--- src/rtl/oled_seq_pkg.sv ---
package oled_seq_pkg;
  localparam int IDX_W    = 5;
  localparam int INIT_LEN = 29;

  typedef enum logic [2:0] {
    K_PWR_ON   = 3'd0,
    K_PWR_OFF  = 3'd1,
    K_CONTRAST = 3'd2,
    K_FLIP     = 3'd3,
    K_INIT     = 3'd4
  } req_kind_e;

  typedef struct packed {
    logic [7:0] val;
    logic       is_cmd;
  } seq_beat_t;

  function automatic logic kind_ok(input logic [2:0] k);
    return k <= 3'd4;
  endfunction
endpackage

--- src/rtl/oled_seq_table.sv ---
module oled_seq_table
  import oled_seq_pkg::*;
#(
  parameter int PANEL_ROWS = 96
) (
  input  req_kind_e              kind,
  input  logic [7:0]             arg,
  input  logic [IDX_W-1:0]       idx,
  output seq_beat_t              beat,
  output logic                   last
);
  localparam logic [7:0] MUX_RATIO = 8'(PANEL_ROWS - 1);
  localparam logic [7:0] OFFS_M0   = (PANEL_ROWS == 128) ? 8'h00 : 8'h20;
  localparam logic [7:0] OFFS_M1   = (PANEL_ROWS == 128) ? 8'h00 : 8'h60;

  function automatic seq_beat_t c(input logic [7:0] v);
    return '{val: v, is_cmd: 1'b1};
  endfunction

  function automatic seq_beat_t a(input logic [7:0] v);
    return '{val: v, is_cmd: 1'b0};
  endfunction

  function automatic seq_beat_t init_beat(input logic [IDX_W-1:0] i);
    case (i)
      5'd0:    return c(8'hFD);
      5'd1:    return a(8'h12);
      5'd2:    return c(8'hAE);
      5'd3:    return c(8'hA8);
      5'd4:    return a(MUX_RATIO);
      5'd5:    return c(8'hA1);
      5'd6:    return a(8'h00);
      5'd7:    return c(8'hA2);
      5'd8:    return a(OFFS_M0);
      5'd9:    return c(8'hA0);
      5'd10:   return a(8'h51);
      5'd11:   return c(8'hAB);
      5'd12:   return a(8'h01);
      5'd13:   return c(8'h81);
      5'd14:   return a(8'h53);
      5'd15:   return c(8'hB1);
      5'd16:   return a(8'h51);
      5'd17:   return c(8'hB3);
      5'd18:   return a(8'h01);
      5'd19:   return c(8'hB9);
      5'd20:   return c(8'hBC);
      5'd21:   return a(8'h08);
      5'd22:   return c(8'hBE);
      5'd23:   return a(8'h07);
      5'd24:   return c(8'hB6);
      5'd25:   return a(8'h01);
      5'd26:   return c(8'hD5);
      5'd27:   return a(8'h62);
      default: return c(8'hA4);
    endcase
  endfunction

  logic [IDX_W-1:0] len;

  always_comb begin
    beat = a(8'h00);
    len  = IDX_W'(1);
    case (kind)
      K_PWR_ON:  beat = c(8'hAF);
      K_PWR_OFF: beat = c(8'hAE);
      K_CONTRAST: begin
        len  = IDX_W'(2);
        beat = (idx == '0) ? c(8'h81) : a(arg);
      end
      K_FLIP: begin
        len = IDX_W'(4);
        case (idx[1:0])
          2'd0:    beat = c(8'hA2);
          2'd1:    beat = a(arg[0] ? OFFS_M1 : OFFS_M0);
          2'd2:    beat = c(8'hA0);
          default: beat = a(arg[0] ? 8'h42 : 8'h51);
        endcase
      end
      K_INIT: begin
        len  = IDX_W'(INIT_LEN);
        beat = init_beat(idx);
      end
      default: beat = a(8'h00);
    endcase
    last = (idx == len - IDX_W'(1));
  end
endmodule

--- src/rtl/oled_xoff_reg.sv ---
module oled_xoff_reg #(
  parameter int          W        = 8,
  parameter logic [W-1:0] OFF_DEF  = '0,
  parameter logic [W-1:0] OFF_FLIP = '0
) (
  input  logic         clk,
  input  logic         rst_n,
  input  logic         load,
  input  logic         flip_mode,
  output logic [W-1:0] x_offset
);
  always_ff @(posedge clk) begin
    if (!rst_n)
      x_offset <= '0;
    else if (load)
      x_offset <= flip_mode ? OFF_FLIP : OFF_DEF;
  end
endmodule

--- src/rtl/oled_cmd_seq.sv ---
module oled_cmd_seq
  import oled_seq_pkg::*;
#(
  parameter int PANEL_ROWS = 96
) (
  input  logic       clk,
  input  logic       rst_n,
  input  logic       req_valid,
  input  logic [2:0] req_kind,
  input  logic [7:0] req_arg,
  output logic       busy,
  output logic       done,
  output logic [7:0] x_offset,
  output logic       out_valid,
  input  logic       out_ready,
  output logic [7:0] out_byte,
  output logic       out_is_cmd,
  output logic       out_cs_start,
  output logic       out_cs_end
);
  localparam logic [7:0] XOFF_DEF  = (PANEL_ROWS == 128) ? 8'd0 : 8'd16;
  localparam logic [7:0] XOFF_FLIP = (PANEL_ROWS == 128) ? 8'd0 : 8'd16;

  logic             active_q;
  req_kind_e        kind_q;
  logic [7:0]       arg_q;
  logic [IDX_W-1:0] idx_q;
  logic             done_q;
  seq_beat_t        beat;
  logic             last;
  logic             accept;
  logic             fire;

  assign accept = req_valid && !active_q && kind_ok(req_kind);
  assign fire   = active_q && out_ready;

  oled_seq_table #(.PANEL_ROWS(PANEL_ROWS)) u_table (
    .kind (kind_q),
    .arg  (arg_q),
    .idx  (idx_q),
    .beat (beat),
    .last (last)
  );

  always_ff @(posedge clk) begin
    if (!rst_n) begin
      active_q <= 1'b0;
      kind_q   <= K_PWR_ON;
      arg_q    <= '0;
      idx_q    <= '0;
      done_q   <= 1'b0;
    end else begin
      done_q <= fire && last;
      if (accept) begin
        active_q <= 1'b1;
        kind_q   <= req_kind_e'(req_kind);
        arg_q    <= req_arg;
        idx_q    <= '0;
      end else if (fire) begin
        if (last) active_q <= 1'b0;
        else      idx_q    <= idx_q + IDX_W'(1);
      end
    end
  end

  oled_xoff_reg #(.W(8), .OFF_DEF(XOFF_DEF), .OFF_FLIP(XOFF_FLIP)) u_xoff (
    .clk       (clk),
    .rst_n     (rst_n),
    .load      (fire && last && (kind_q == K_FLIP)),
    .flip_mode (arg_q[0]),
    .x_offset  (x_offset)
  );

  assign busy         = active_q;
  assign done         = done_q;
  assign out_valid    = active_q;
  assign out_byte     = beat.val;
  assign out_is_cmd   = beat.is_cmd;
  assign out_cs_start = active_q && (idx_q == '0);
  assign out_cs_end   = active_q && last;
endmodule

--- config.mk ---
export PLATFORM = sky130hd
export DESIGN_NAME = oled_cmd_seq
export DESIGN_NICKNAME = d
export VERILOG_FILES = /design/src/rtl/oled_seq_pkg.sv /design/src/rtl/oled_seq_table.sv /design/src/rtl/oled_xoff_reg.sv /design/src/rtl/oled_cmd_seq.sv
export SDC_FILE = /design/constraint.sdc
export NUM_CORES = 1
export LEC_CHECK = 0
export BUFFER_PORTS_ARGS = -buffer_cell sky130_fd_sc_hd__buf_2
export CORE_MARGIN = 3
export CORE_UTILIZATION = 50
export CTS_BUF_LIST = sky130_fd_sc_hd__clkbuf_4
export DETAILED_ROUTE_END_ITERATION = 10
export PLACE_DENSITY = 0.69
export SETUP_SLACK_MARGIN = 0.02
export SYNTH_ARGS = -nofsm -noshare
export SYNTH_HDL_FRONTEND = slang
export SYNTH_SLANG_ARGS = --single-unit
--- constraint.sdc ---
create_clock -name clk -period 5.54 [get_ports clk]
set_input_delay 0.831 -clock clk [delete_from_list [all_inputs] [get_ports clk]]
set_output_delay 0.831 -clock clk [all_outputs]
set_load 0.1 [all_outputs]
### Yosys cells after proc, flatten, opt, wreduce, memory -nomap -nowiden

Memory sizes are Yosys's and may differ from the RTL's. A register that Yosys moved wholly into a read port is not among the register bits.
Index checks and enable logic that the tools add are counted.

* flip-flop bits (word level): 19
* memory bits (read-only): 288
* bits of input ports: 15
* output and inout bits: 22
* logic and storage cells: 46
* memories: 1

* add/subtract/negate cells: 2
* magnitude comparators: 1
* eq/ne operators: 7
* mux-type cells: 11
* bitwise operators: 2
* reductions and logical operators: 16

Memory list
* (name not given): words 32, bits a word 9, read ports 1, clocked after memory_dff 1, write ports 0, RTL line oled_seq_table.sv:25 `case (i)`

Operators by type and width (count)
* $pmux W9 S5: 1
* $pmux W9 S3: 1
* $mux W5: 3
* $pmux W5 S3: 1
* $mux W9: 1
* $logic_and A1 B1 Y1: 7
* $mux W7: 1
* $eq A3 B2 Y1 const B: 2
* $add A5 B1 Y5 const B: 1
* $eq A5 B5 Y1: 1
* $logic_not A5 Y1: 1
* $sub A5 B1 Y5 const B: 1
* $reduce_and A2 Y1: 2
* $reduce_bool A2 Y1: 2
* $eq A3 B1 Y1 const B: 1
* $eq A3 B3 Y1 const B: 1
* $le A3 B3 Y1 const B: 1
* $logic_not A3 Y1: 1
* $mux W1: 3
* $eq A2 B1 Y1 const B: 1
* $eq A2 B2 Y1 const B: 1
* $logic_not A2 Y1: 1
* $not A1 Y1: 2
* $reduce_or A2 Y1: 1
* $logic_not A1 Y1: 1

### Logic depth before layout (Yosys ltp)

Gate-level depths: netlist (run 1).

* word-level depth: 8
* gate-level depth with buffers: 18

### Modules after synthesis

Synthesis (run 1) repeated with hierarchy kept, for this count alone.

* cell total of the unflattened synthesis: 221
* area, all modules: 1691.6 um^2

Modules (own cells, without submodules)
* oled_cmd_seq: times used 1, cells an instance 93, area an instance 819.5 um^2, sequential area each 360.3 um^2
* oled_seq_table: times used 1, cells an instance 118, area an instance 788.3 um^2, sequential area each 0.0 um^2
* oled_xoff_reg: times used 1, cells an instance 10, area an instance 83.8 um^2, sequential area each 20.0 um^2

### Least setup slack after synthesis (run 1)

OpenSTA, ideal clock, no wires.

* path type: reg2out
* from: register idx_q[0]
* to: output out_byte[7]
* arrival time: 3.770 ns
* required time: 4.709 ns
* setup slack: 0.939 ns
* cell stages (with the launch flop): 7
* cell sequence: dfxtp_1 -> inv_1 -> ha_1 -> nor4b_1 -> a22oi_1 -> o2bb2ai_1 -> o21bai_1

* word-level cells in the longest chain between the ends: 3
* elaborated cells on any way between the ends: 7

RTL lines
* from (decl): RTL line oled_cmd_seq.sv:27 `logic [IDX_W-1:0] idx_q;`
* from (signal assigned): RTL line oled_cmd_seq.sv:61 `else idx_q <= idx_q + IDX_W'(1);`
* $eq A2 B2 Y1, or another cell as far along: RTL line oled_seq_table.sv:72 `case (idx[1:0])`
* $pmux W9 S3 / $mux W9 (equally long branches): RTL line oled_seq_table.sv:72, oled_seq_table.sv:68
* $pmux W9 S5 (*): RTL line oled_seq_table.sv:63 `case (kind)`
* to (decl): RTL line oled_cmd_seq.sv:16 `output logic [7:0] out_byte,`

Mark *: on every way between the ends. The rest lies on a longest branch, timed or not.

==> impl_results.md, run 1 <==
- Starting utilization of the core area: 0.5335
- Setup repair after global routing missed its margin: no
- Die span in x: 72.50 um
- Count of pins over their slew limit: 0
- IO Count: 37
- Outcome: completed
- Worst slew pin tran: 0.8985 ns
- Leftover overflow at the end of global routing: 0
- Internal Dissipation: 0.2660 mW
- Total routed wirelength: 5997 um
- Sw Ratio: 0.4193
- Async set-or-reset flop fraction in the synthesized netlist: 0
- Clock Power Share: 0.207
- TritonCTS sink count: 27
- Cells traversed along the worst timing path: and2b_4, or2b_1, ha_1, xnor2_1, nor3_1, a21oi_1, buf_4, xnor2_1, nor2_1, inv_1, ha_1, nor2_1, a21oi_1, mux2i_1, nand3_1, a211oi_1, a31oi_1
- Share of synthesized area occupied by flip-flops and latches: 0.2445
- Crit-path max cell delay: 0.53 ns
- Average routed wire per standard cell: 16.61 um
- Leading post-synthesis cells by cell area: dfxtp_1 24%, nand2_1 7.1%, ha_1 6.8%
- Total number of nets in the final design: 339
- Hold WC Path Type: reg2reg
- Chip Height: 72.50 um
- Ys flop type: dfxtp_1
- Worst-skew pair later-pin latency: 0.34 ns
- Fraction of post-synthesis cell area in the top cell type by area: 0.2445
- Area of the multi-input gates: 0.001519 sq mm
- Synthesis-to-finish area growth: 6.791%
- Part of the power in registers: 0.463
- Hold violation total from the final report: 0
- DRC violation total after the first TritonRoute iteration: 275
- Maximum clock rate: 243.7 MHz
- Max rail drop VDD: 0.1393 mV
- Count of nets left with antenna violations after detail routing: 0
- Largest net degree at the start of global routing: 17
- Wire length on met3: 468 um
- Top cell family by delay on the critical path: simple AND/OR/NAND/NOR gates
- Hpwl dp: 4445 um
- Area leader, netlist: dfxtp_1
- Maximum capacitance violations: 0
- Critical path data arrival time: 4.35 ns
- Final min period: 4.104 ns
- Setup Slack @ Placement: 1.491 ns
- Number of distinct standard cells referenced by the synthesized netlist: 58
- Relative slew slack: 0.3926
- Final critical-path share of the clock period: 0.7407
- Global-route usage over all layers: 0.2358
- Number of antenna repair diodes: 0
- Final worst setup slack: 1.436 ns
- Routability-driven placement congestion ratio: 0.9791
- Number of clock buffers inserted by TritonCTS: 3
- Global-route wire length before repair: 9811 um
- Switching component of the power: 0.1921 mW
- Critical path launch point type: register
- Netlist Area Pre-Place: 0.002211 sq mm
- Sum of negative setup slack: 0 ns
- Via density per instance: 6.069
- Top layer used by detailed routing: met4
- Worst setup path class: reg2reg
- DIE AREA: 0.005256 sq mm
- Most frequently used cell type in the post-synthesis netlist: nand2_1
- Core Rows: 23
- Maximum count of clock buffers along a single path: 2
- Final setup vio count: 0
- Detailed-routing wirelength on met1: 2798 um
- Count of cells resized by post-cts repair: 0
- Vias in the first global route: 1961
- Htree depth: 1
- Fin Clk Skew: 0.001586 ns
- Clock root buffer: clkbuf_4
- Number of enable flip-flop cells after synthesis: 0
- Total vias in the final route: 2191
- Number of storage elements in the synthesis netlist: 27
- Slowest cell on the critical path: dfxtp_1
- Endpoint type of the worst setup path: register
- Clock-pin transition on the worst setup and hold timing paths: 0.16 ns
- Total power per unit cell area: 194.0 mW/mm^2
- Leakage dissipation: 0.9648 nW
- Area of the core: 0.004144 sq mm
- Initial antenna violation count: 0
- Layout cells sized above 1: 0.1576
- Count of yosys warnings during synthesis: 0
- Crit path max fanout: 13
- Number of input and output port buffers inserted: 29
- Routed length on met2: 2628 um
- Total of hold buffers inserted after clock tree synthesis: 0
- Buffer count from post-CTS setup fixing: 0
- TritonCTS clock tree: built
- Mean instance size in the synthesized netlist: 7.546 sq um
- Number of fill cells: 394
- Critical path buffers and inverters: 2
- Footprint of the flip-flops and latches: 540.5 sq um
- Proportion of power drawn by combinational gates: 0.330
- Drt pass-1 iters: 5
- Commonest cells post-synth: 42 x nand2_1, 28 x nor2_1, 27 x dfxtp_1, 21 x a21oi_1, 15 x o21ai_0
- Worst Path Required: 5.79 ns
- Post-detailed-route DRC marker count: 0
- Syn Inst Count: 293
final cells by class:
class | count | share of cell area
inverters | 13 | 0.02067
well taps | 50 | 0.02650
clock inverters | 1 | 0.003180
repair buffers | 31 | 0.06783
flip-flops and latches | 27 | 0.2289
multi-input cells | 236 | 0.6434
clock buffers | 3 | 0.009539
worst min-delay path, cell delays in order (launching register included):
cell and delay (ns):
dfxtp_1 0.35, nand2_1 0.05, a21boi_0 0.06
cell families (layout without fill, tap and decap cells):
family / Yosys count / in the layout / share of synthesized area
xor+xnor: 12 / 12 / 0.05434
buf+inv: 36 / 48 / 0.07867
mux: 7 / 7 / 0.03226
compound gates: 88 / 88 / 0.2830
fa+ha+maj: 12 / 12 / 0.06791
other cells: 1 / 7 / 0.001696
flops: 27 / 27 / 0.2445
simple gates: 110 / 110 / 0.2377
worst paths after layout:
path	start	cells after the start	endpoint	slack (ns)
setup / recovery	kind_q[1]$_SDFFE_PN0P_	17	register	1.44
hold / removal	arg_q[6]$_SDFFE_PN0P_	2	arg_q[6]$_SDFFE_PN0P_	0.48
setup reg to reg	kind_q[1]$_SDFFE_PN0P_	17	register	1.44
hold reg to reg	arg_q[6]$_SDFFE_PN0P_	2	arg_q[6]$_SDFFE_PN0P_	0.48
placed cells by master (no fill, tap or decap), drive strengths merged, types with 3 or more instances in the layout:
cell type and instances:
nand2 43, buf 31, nor2 28, dfxtp 27
a21oi 21, o21ai 17, inv 13, a21boi 12
ha 12, nor3 8, nand3 8, xnor2 8
conb 7, mux2i 6, o22ai 4, a22oi 4
a32o 4, and2 4, xor2 4, nand2b 3
a221o 3, o21bai 3, and3 3, clkbuf 3
per-layer routing:
metal,GRT usage,up-vias
met5,0,-
met4,0.07582,0
met3,0.05125,6
met2,0.3579,98
met1,0.3319,1022
li1,-,1065
metrics by stage:
step                        util  area (sq um)  std cells  power (mW)  hold slack [ns]
after floorplan                -          2233        299      0.3447           0.4432
after global placement    0.5625          2331        357      0.3662           0.4541
after detailed placement  0.5625          2331        357      0.3664           0.4574
after CTS                 0.5697          2361        361      0.4598           0.4822
after global routing      0.5697          2361        361      0.4791           0.4977
final                     0.5697          2361        361      0.4580           0.4789
power by group through the flow:
| stage | clock, mW | sequential, mW | combinational [mW] |
|---|---|---|---|
| after detailed placement | 0 | 0.217 | 0.150 |
| after global routing | 0.104 | 0.214 | 0.161 |
| after CTS | 0.0971 | 0.212 | 0.150 |
| after global placement | 0 | 0.216 | 0.150 |
| after floorplan | 0 | 0.219 | 0.126 |
| final | 0.0947 | 0.212 | 0.151 |
(Power assumes the default switching activity.)
==> run 2: changes to the inputs <==
--- a/config.mk
+++ b/config.mk
@@ -5,12 +5,13 @@
 export SDC_FILE = /design/constraint.sdc
 export NUM_CORES = 1
 export LEC_CHECK = 0
+export ABC_AREA = 1
 export BUFFER_PORTS_ARGS = -buffer_cell sky130_fd_sc_hd__buf_2
 export CORE_MARGIN = 3
 export CORE_UTILIZATION = 50
 export CTS_BUF_LIST = sky130_fd_sc_hd__clkbuf_4
 export DETAILED_ROUTE_END_ITERATION = 10
-export PLACE_DENSITY = 0.69
+export PLACE_DENSITY = 0.7
 export SETUP_SLACK_MARGIN = 0.02
 export SYNTH_ARGS = -nofsm -noshare
 export SYNTH_HDL_FRONTEND = slang
==> constraint.sdc (replaced) <==
create_clock -name clk -period 3.97 [get_ports clk]
set_input_delay 0.5955 -clock clk [delete_from_list [all_inputs] [get_ports clk]]
set_output_delay 0.5955 -clock clk [all_outputs]
set_load 0.1 [all_outputs]
==> run 2 against run 1 <==
Net effect: utilization rose by 0.45 points; clock-buffer cell count stayed put; largest power group is now combinational logic; synthesized cell count up 5.5%; global-route usage shrank 2.9 points; sequential share of layout area is 2.3 points higher; register-to-register slack lost 0.77 ns; non-clock buffer count is 1 higher; die area fell by 9.9%; critical path depth is 10 higher; synthesized area down 11%.
==> impl_results.md, run 2 <==
- Outcome: completed
- Area leader, netlist: dfxtp_1
- Buffer count from post-CTS setup fixing: 0
- Netlist Area Pre-Place: 0.001972 sq mm
- Commonest cells post-synth: 90 x nand2_1, 39 x nand3_1, 35 x inv_1, 31 x nor2_1, 27 x dfxtp_1
- Number of fill cells: 403
- Routing usage on met2: 0.3373
- Count of nets left with antenna violations after detail routing: 0
- Routing layer with the top usage in global route: met2
- Final setup vio count: 0
- Number of enable flip-flop cells after synthesis: 0
- Routability-driven placement congestion ratio: 0.8615
- Starting utilization of the core area: 0.5267
- Max rail drop VDD: 0.2055 mV
- Total vias in the final route: 1940
- Crit path max fanout: 9
- Leading post-synthesis cells by cell area: dfxtp_1 27%, nand2_1 17%, nand3_1 9.9%
- Count of cells resized by post-cts repair: 0
- Fin Clk Skew: 0.001184 ns
- Smallest hold slack: 0.4782 ns
- Sum of negative setup slack: 0 ns
- Share of synthesized area occupied by flip-flops and latches: 0.2741
- Worst reg2reg path startpoint: kind_q[2]$_SDFFE_PN0P_
- Total number of nets in the final design: 364
- Critical path launch point type: register
- Syn Inst Count: 309
- Maximum capacitance violations: 0
- Most frequently used cell type in the post-synthesis netlist: nand2_1
- Worst setup startpoint: kind_q[2]$_SDFFE_PN0P_
- Average routed wire per standard cell: 12.23 um
- Fraction of post-synthesis cell area in the top cell type by area: 0.2741
- Ys flop type: dfxtp_1
- Setup repair after global routing missed its margin: no
- Clock root buffer: clkbuf_4
- Worst-skew pair later-pin latency: 0.33 ns
- TritonCTS sink count: 27
- DRC violation total after the first TritonRoute iteration: 71
- Critical path data arrival time: 3.55 ns
- Mean instance size in the synthesized netlist: 6.382 sq um
- Most common cell type on the critical path: nand2_1
- Vias in the first global route: 1609
- Synthesis-to-finish area growth: 9.010%
- Number of clock buffers inserted by TritonCTS: 3
- Number of distinct standard cells referenced by the synthesized netlist: 30
- Number of input and output port buffers inserted: 29
- Hold WC Path Type: in2reg
- Worst setup path class: reg2reg
- Count of pins over their slew limit: 0
- Maximum count of clock buffers along a single path: 2
- Via density per instance: 5.052
- Layout cells sized above 1: 0.1696
- Initial antenna violation count: 0
- Maximum clock rate: 302.5 MHz
- Clock-pin transition on the worst setup and hold timing paths: 0.15 ns
- Chip Height: 68.80 um
- Leftover overflow at the end of global routing: 0
- Htree depth: 1
- Async set-or-reset flop fraction in the synthesized netlist: 0
- Global-route wire length before repair: 7334 um
- Largest net degree at the start of global routing: 17
- Worst Path Required: 4.22 ns
- Leakage dissipation: 1.151 nW
- Pwr Total: 0.8338 mW
- Final core occ: 0.5742
- Hpwl dp: 3798 um
- Final min period: 3.305 ns
- TritonCTS clock tree: built
- Number of storage elements in the synthesis netlist: 27
- DIE AREA: 0.004733 sq mm
- Global-route usage over all layers: 0.2063
- Highest-count cells in the layout ignoring fill and taps: 90 x nand2_1, 39 x nand3_1, 35 x inv_1, 31 x nor2_1, 29 x buf_2
- Die span in x: 68.80 um
- Origin of the worst min-delay path: req_arg[2]
- Met1 Use GR: 0.2791
- Final critical-path share of the clock period: 0.8326
- Area of the core: 0.003744 sq mm
- Number of antenna repair diodes: 0
- Slowest cell on the critical path: dfxtp_1
- Total of hold buffers inserted after clock tree synthesis: 0
- Total routed wirelength: 4696 um
- Met3 usage in global routing: 0.03728
- Drt pass-1 iters: 4
- Core Rows: 22
- Hold violation total from the final report: 0
- Count of yosys warnings during synthesis: 0
- Crit-path max cell delay: 0.37 ns
- Post-detailed-route DRC marker count: 0
- Total power per unit cell area: 387.9 mW/mm^2
- Endpoint type of the worst setup path: register
- Leading cell type in the layout, fill and taps excluded: nand2_1
- IO Count: 37
==> run 2: layout make-up <==
cell class | count | area [sq um] | area share
Clock buffer | 3 | 22.52 | 0.01048
Sequential cell | 27 | 540.5 | 0.2515
Clock inverter | 1 | 7.507 | 0.003492
Tap cell | 48 | 60.06 | 0.02794
Multi-Input combinational cell | 235 | 1209 | 0.5623
Inverter | 38 | 142.6 | 0.06636
Timing Repair Buffer | 32 | 167.7 | 0.07800
==> run 2: metrics by stage <==
step / instance area (sq um) / worst slack, ns / std cells
final: 2150 / 0.6647 / 384
after global placement: 2120 / 0.7994 / 380
after floorplan: 1994 / 0.4663 / 315
after detailed placement: 2120 / 0.6991 / 380
after global routing: 2150 / 0.2325 / 384
after CTS: 2150 / 0.6700 / 384
==> run 2: layer usage <==
metal | vias up | routed length (um)
met2 | 40 | 2197
met5 | - | 0
met1 | 864 | 2221
met3 | 6 | 215
li1 | 1030 | -
met4 | 0 | 61
==> run 2: worst max-delay path: cells and delay by family, from the launching register on <==
kind                     cells  cell delay, ns
flip-flops                   1            0.37
buffers and inverters        7            0.74
adder cells (fa/ha/maj)      2            0.52
AND/OR/NAND/NOR             18            1.58
==> run 2: cells by family after synthesis <==
kind of cell               after synthesis  synth area share
buffers and inverters                   53            0.1244
xor gates and xnor gates                 3           0.01333
adders and majority gates               12           0.07614
DFF                                     27            0.2741
and+or+nand+nor                        179            0.4029
other                                    1          0.001902
AOI/OAI and AO/OA                       34            0.1072
==> run 2: final timing paths <==
check | to | slack [ns] | cells after the start
hold reg to reg | u_xoff.x_offset[4]$_SDFFE_PN0P_ | 0.51 | 1
setup / recovery | register | 0.66 | 27
hold / removal | arg_q[2]$_SDFFE_PN0P_ | 0.48 | 3
setup reg to reg | register | 0.66 | 27
==> run 2: where the power goes <==
part / leakage (nW) / internal (mW) / switching (mW)
Combinational: 0.915 / 0.0819 / 0.307
Clock: 0.0139 / 0.0386 / 0.0872
Sequential: 0.222 / 0.301 / 0.0180
==> run 3: changes to the inputs <==
--- a/config.mk
+++ b/config.mk
@@ -11,7 +11,7 @@
 export CORE_UTILIZATION = 50
 export CTS_BUF_LIST = sky130_fd_sc_hd__clkbuf_4
 export DETAILED_ROUTE_END_ITERATION = 10
-export PLACE_DENSITY = 0.7
+export PLACE_DENSITY = 0.73
 export SETUP_SLACK_MARGIN = 0.02
 export SYNTH_ARGS = -nofsm -noshare
 export SYNTH_HDL_FRONTEND = slang
==> constraint.sdc (replaced) <==
create_clock -name clk -period 2.8 [get_ports clk]
set_input_delay 0.42 -clock clk [delete_from_list [all_inputs] [get_ports clk]]
set_output_delay 0.42 -clock clk [all_outputs]
set_load 0.1 [all_outputs]
==> run 3 against run 2 <==
Net effect: clock power increased by 45%; non-clock buffer count rose by 10; highest routed layer unchanged; register-to-register slack got worse by 0.50 ns; sequential share of layout area fell by 1.9 points; maximum frequency rose by 26%; die area stayed put; cell count increased by 2.6%; sequential power is 42% higher; largest cell class unchanged.
==> impl_results.md, run 3 (synthesized netlist as in run 2, its figures left out) <==
- Outcome: completed
- Total vias in the final route: 2053
- Crit-path max cell delay: 0.36 ns
- Endpoint type of the worst setup path: register
- Number of cells in the finished layout apart from fillers: 394
- Clock-pin transition on the worst setup and hold timing paths: 0.16 ns
- Total number of nets in the final design: 374
- Crit path max fanout: 4
- Number of clock buffers inserted by TritonCTS: 3
- DIE AREA: 0.004733 sq mm
- Starting utilization of the core area: 0.5267
- TritonCTS clock tree: built
- DRC violation total after the first TritonRoute iteration: 173
- Core Rows: 22
- Wire length on met3: 281 um
- Instance area after placement: 0.002216 sq mm
- Maximum capacitance violations: 0
- Top cell family by delay on the critical path: simple AND/OR/NAND/NOR gates
- Final worst setup slack: 0.1669 ns
- Count of nets left with antenna violations after detail routing: 0
- Leftover overflow at the end of global routing: 0
- Routability-driven placement congestion ratio: 0.8706
- Placed cell count: 386
- IO Count: 37
- Vias in the first global route: 1680
- Total power per unit cell area: 530.8 mW/mm^2
- Count of pins over their slew limit: 0
- Leading cell type in the layout, fill and taps excluded: nand2_1
- Top layer used by detailed routing: met4
- Fin Clk Skew: 0.01304 ns
- Detailed-routing wirelength on met1: 2208 um
- Hold violation total from the final report: 0
- Pwr Total: 1.251 mW
- Average routed wire per standard cell: 12.60 um
- Worst-skew pair later-pin latency: 0.34 ns
- Final core occ: 0.6297
- Via density per instance: 5.211
- Chip Height: 68.80 um
- Slowest cell on the critical path: dfxtp_2
- Layout cells sized above 1: 0.2803
- R2r setup slk: 0.17 ns
- Critical path buffers and inverters: 5
- Global-route usage over all layers: 0.2130
- Clock root buffer: clkbuf_4
- Sum of negative setup slack: 0 ns
- Die span in x: 68.80 um
- Most common cell type on the critical path: nand2_2
- Hpwl dp: 3838 um
- Smallest hold slack: 0.2997 ns
- Setup Slack @ Placement: 0.03114 ns
- Number of fill cells: 374
- Maximum count of clock buffers along a single path: 2
- Hold WC Path Type: in2reg
- Highest-count cells in the layout ignoring fill and taps: 83 x nand2_1, 37 x nand3_1, 29 x inv_1, 28 x buf_2, 26 x nor2_1
- Critical path launch point type: register
- Number of antenna repair diodes: 0
- TritonCTS sink count: 27
- Final cell area excluding filler cells: 0.002357 sq mm
- Area of the core: 0.003744 sq mm
- Total routed wirelength: 4966 um
- Worst setup path class: reg2reg
- Final critical-path share of the clock period: 0.9404
- Drt pass-1 iters: 4
- Total of hold buffers inserted after clock tree synthesis: 0
- Post-detailed-route DRC marker count: 0
- Leakage dissipation: 1.210 nW
- Synthesis-to-finish area growth: 19.54%
- Htree depth: 1
- Final setup vio count: 0
- Initial antenna violation count: 0
- Final min period: 2.633 ns
- Global-route wire length before repair: 7652 um
- Critical path data arrival time: 2.88 ns
- Worst Path Required: 3.05 ns
- Max rail drop VDD: 0.2644 mV
- Largest net degree at the start of global routing: 17
- Routed length on met2: 2426 um
- Maximum clock rate: 379.8 MHz
- Number of input and output port buffers inserted: 29
run 3: worst min-delay path, delay by kind of cell:
kind | cells | cell delay [ns]
and+or+nand+nor | 2 | 0.12
buffers and inverters | 1 | 0.07
run 3: layout make-up:
type,instances,area [sq um],area share
tap,48,60.06,0.02548
clock buffer,3,22.52,0.009554
timing repair buffer,42,261.5,0.1109
inverter,38,142.6,0.06051
clock inverter,1,6.256,0.002654
multi-input combinational,235,1316,0.5584
sequential,27,548.0,0.2325
run 3: final timing paths:
check | to | startpoint | depth (start not counted)
min | arg_q[7]$_SDFFE_PN0P_ | req_arg[7] | 3
min reg2reg | u_xoff.x_offset[4]$_SDFFE_PN0P_ | u_xoff.x_offset[4]$_SDFFE_PN0P_ | 1
max | register | kind_q[2]$_SDFFE_PN0P_ | 25
max reg2reg | register | kind_q[2]$_SDFFE_PN0P_ | 25
run 3: report_power, final:
group / internal [mW] / leakage, nW / switching, mW
combinational: 0.150 / 0.968 / 0.466
sequential: 0.428 / 0.224 / 0.0251
clock: 0.0560 / 0.0183 / 0.127
total: 0.634 / 1.21 / 0.617
run 3: metal layers:
metal / track usage / vias to the layer above
li1: - / 1045
met1: 0.2877 / 943
met2: 0.3480 / 59
met3: 0.03566 / 6
met4: 0.06083 / 0
met5: 0 / -
run 3: timing repair:
item | in CTS | in global routing
gates resized for setup | 1 | 23
setup buffers | 0 | 4
setup endpoints to repair | 2 | 8
pin swaps | 0 | 7
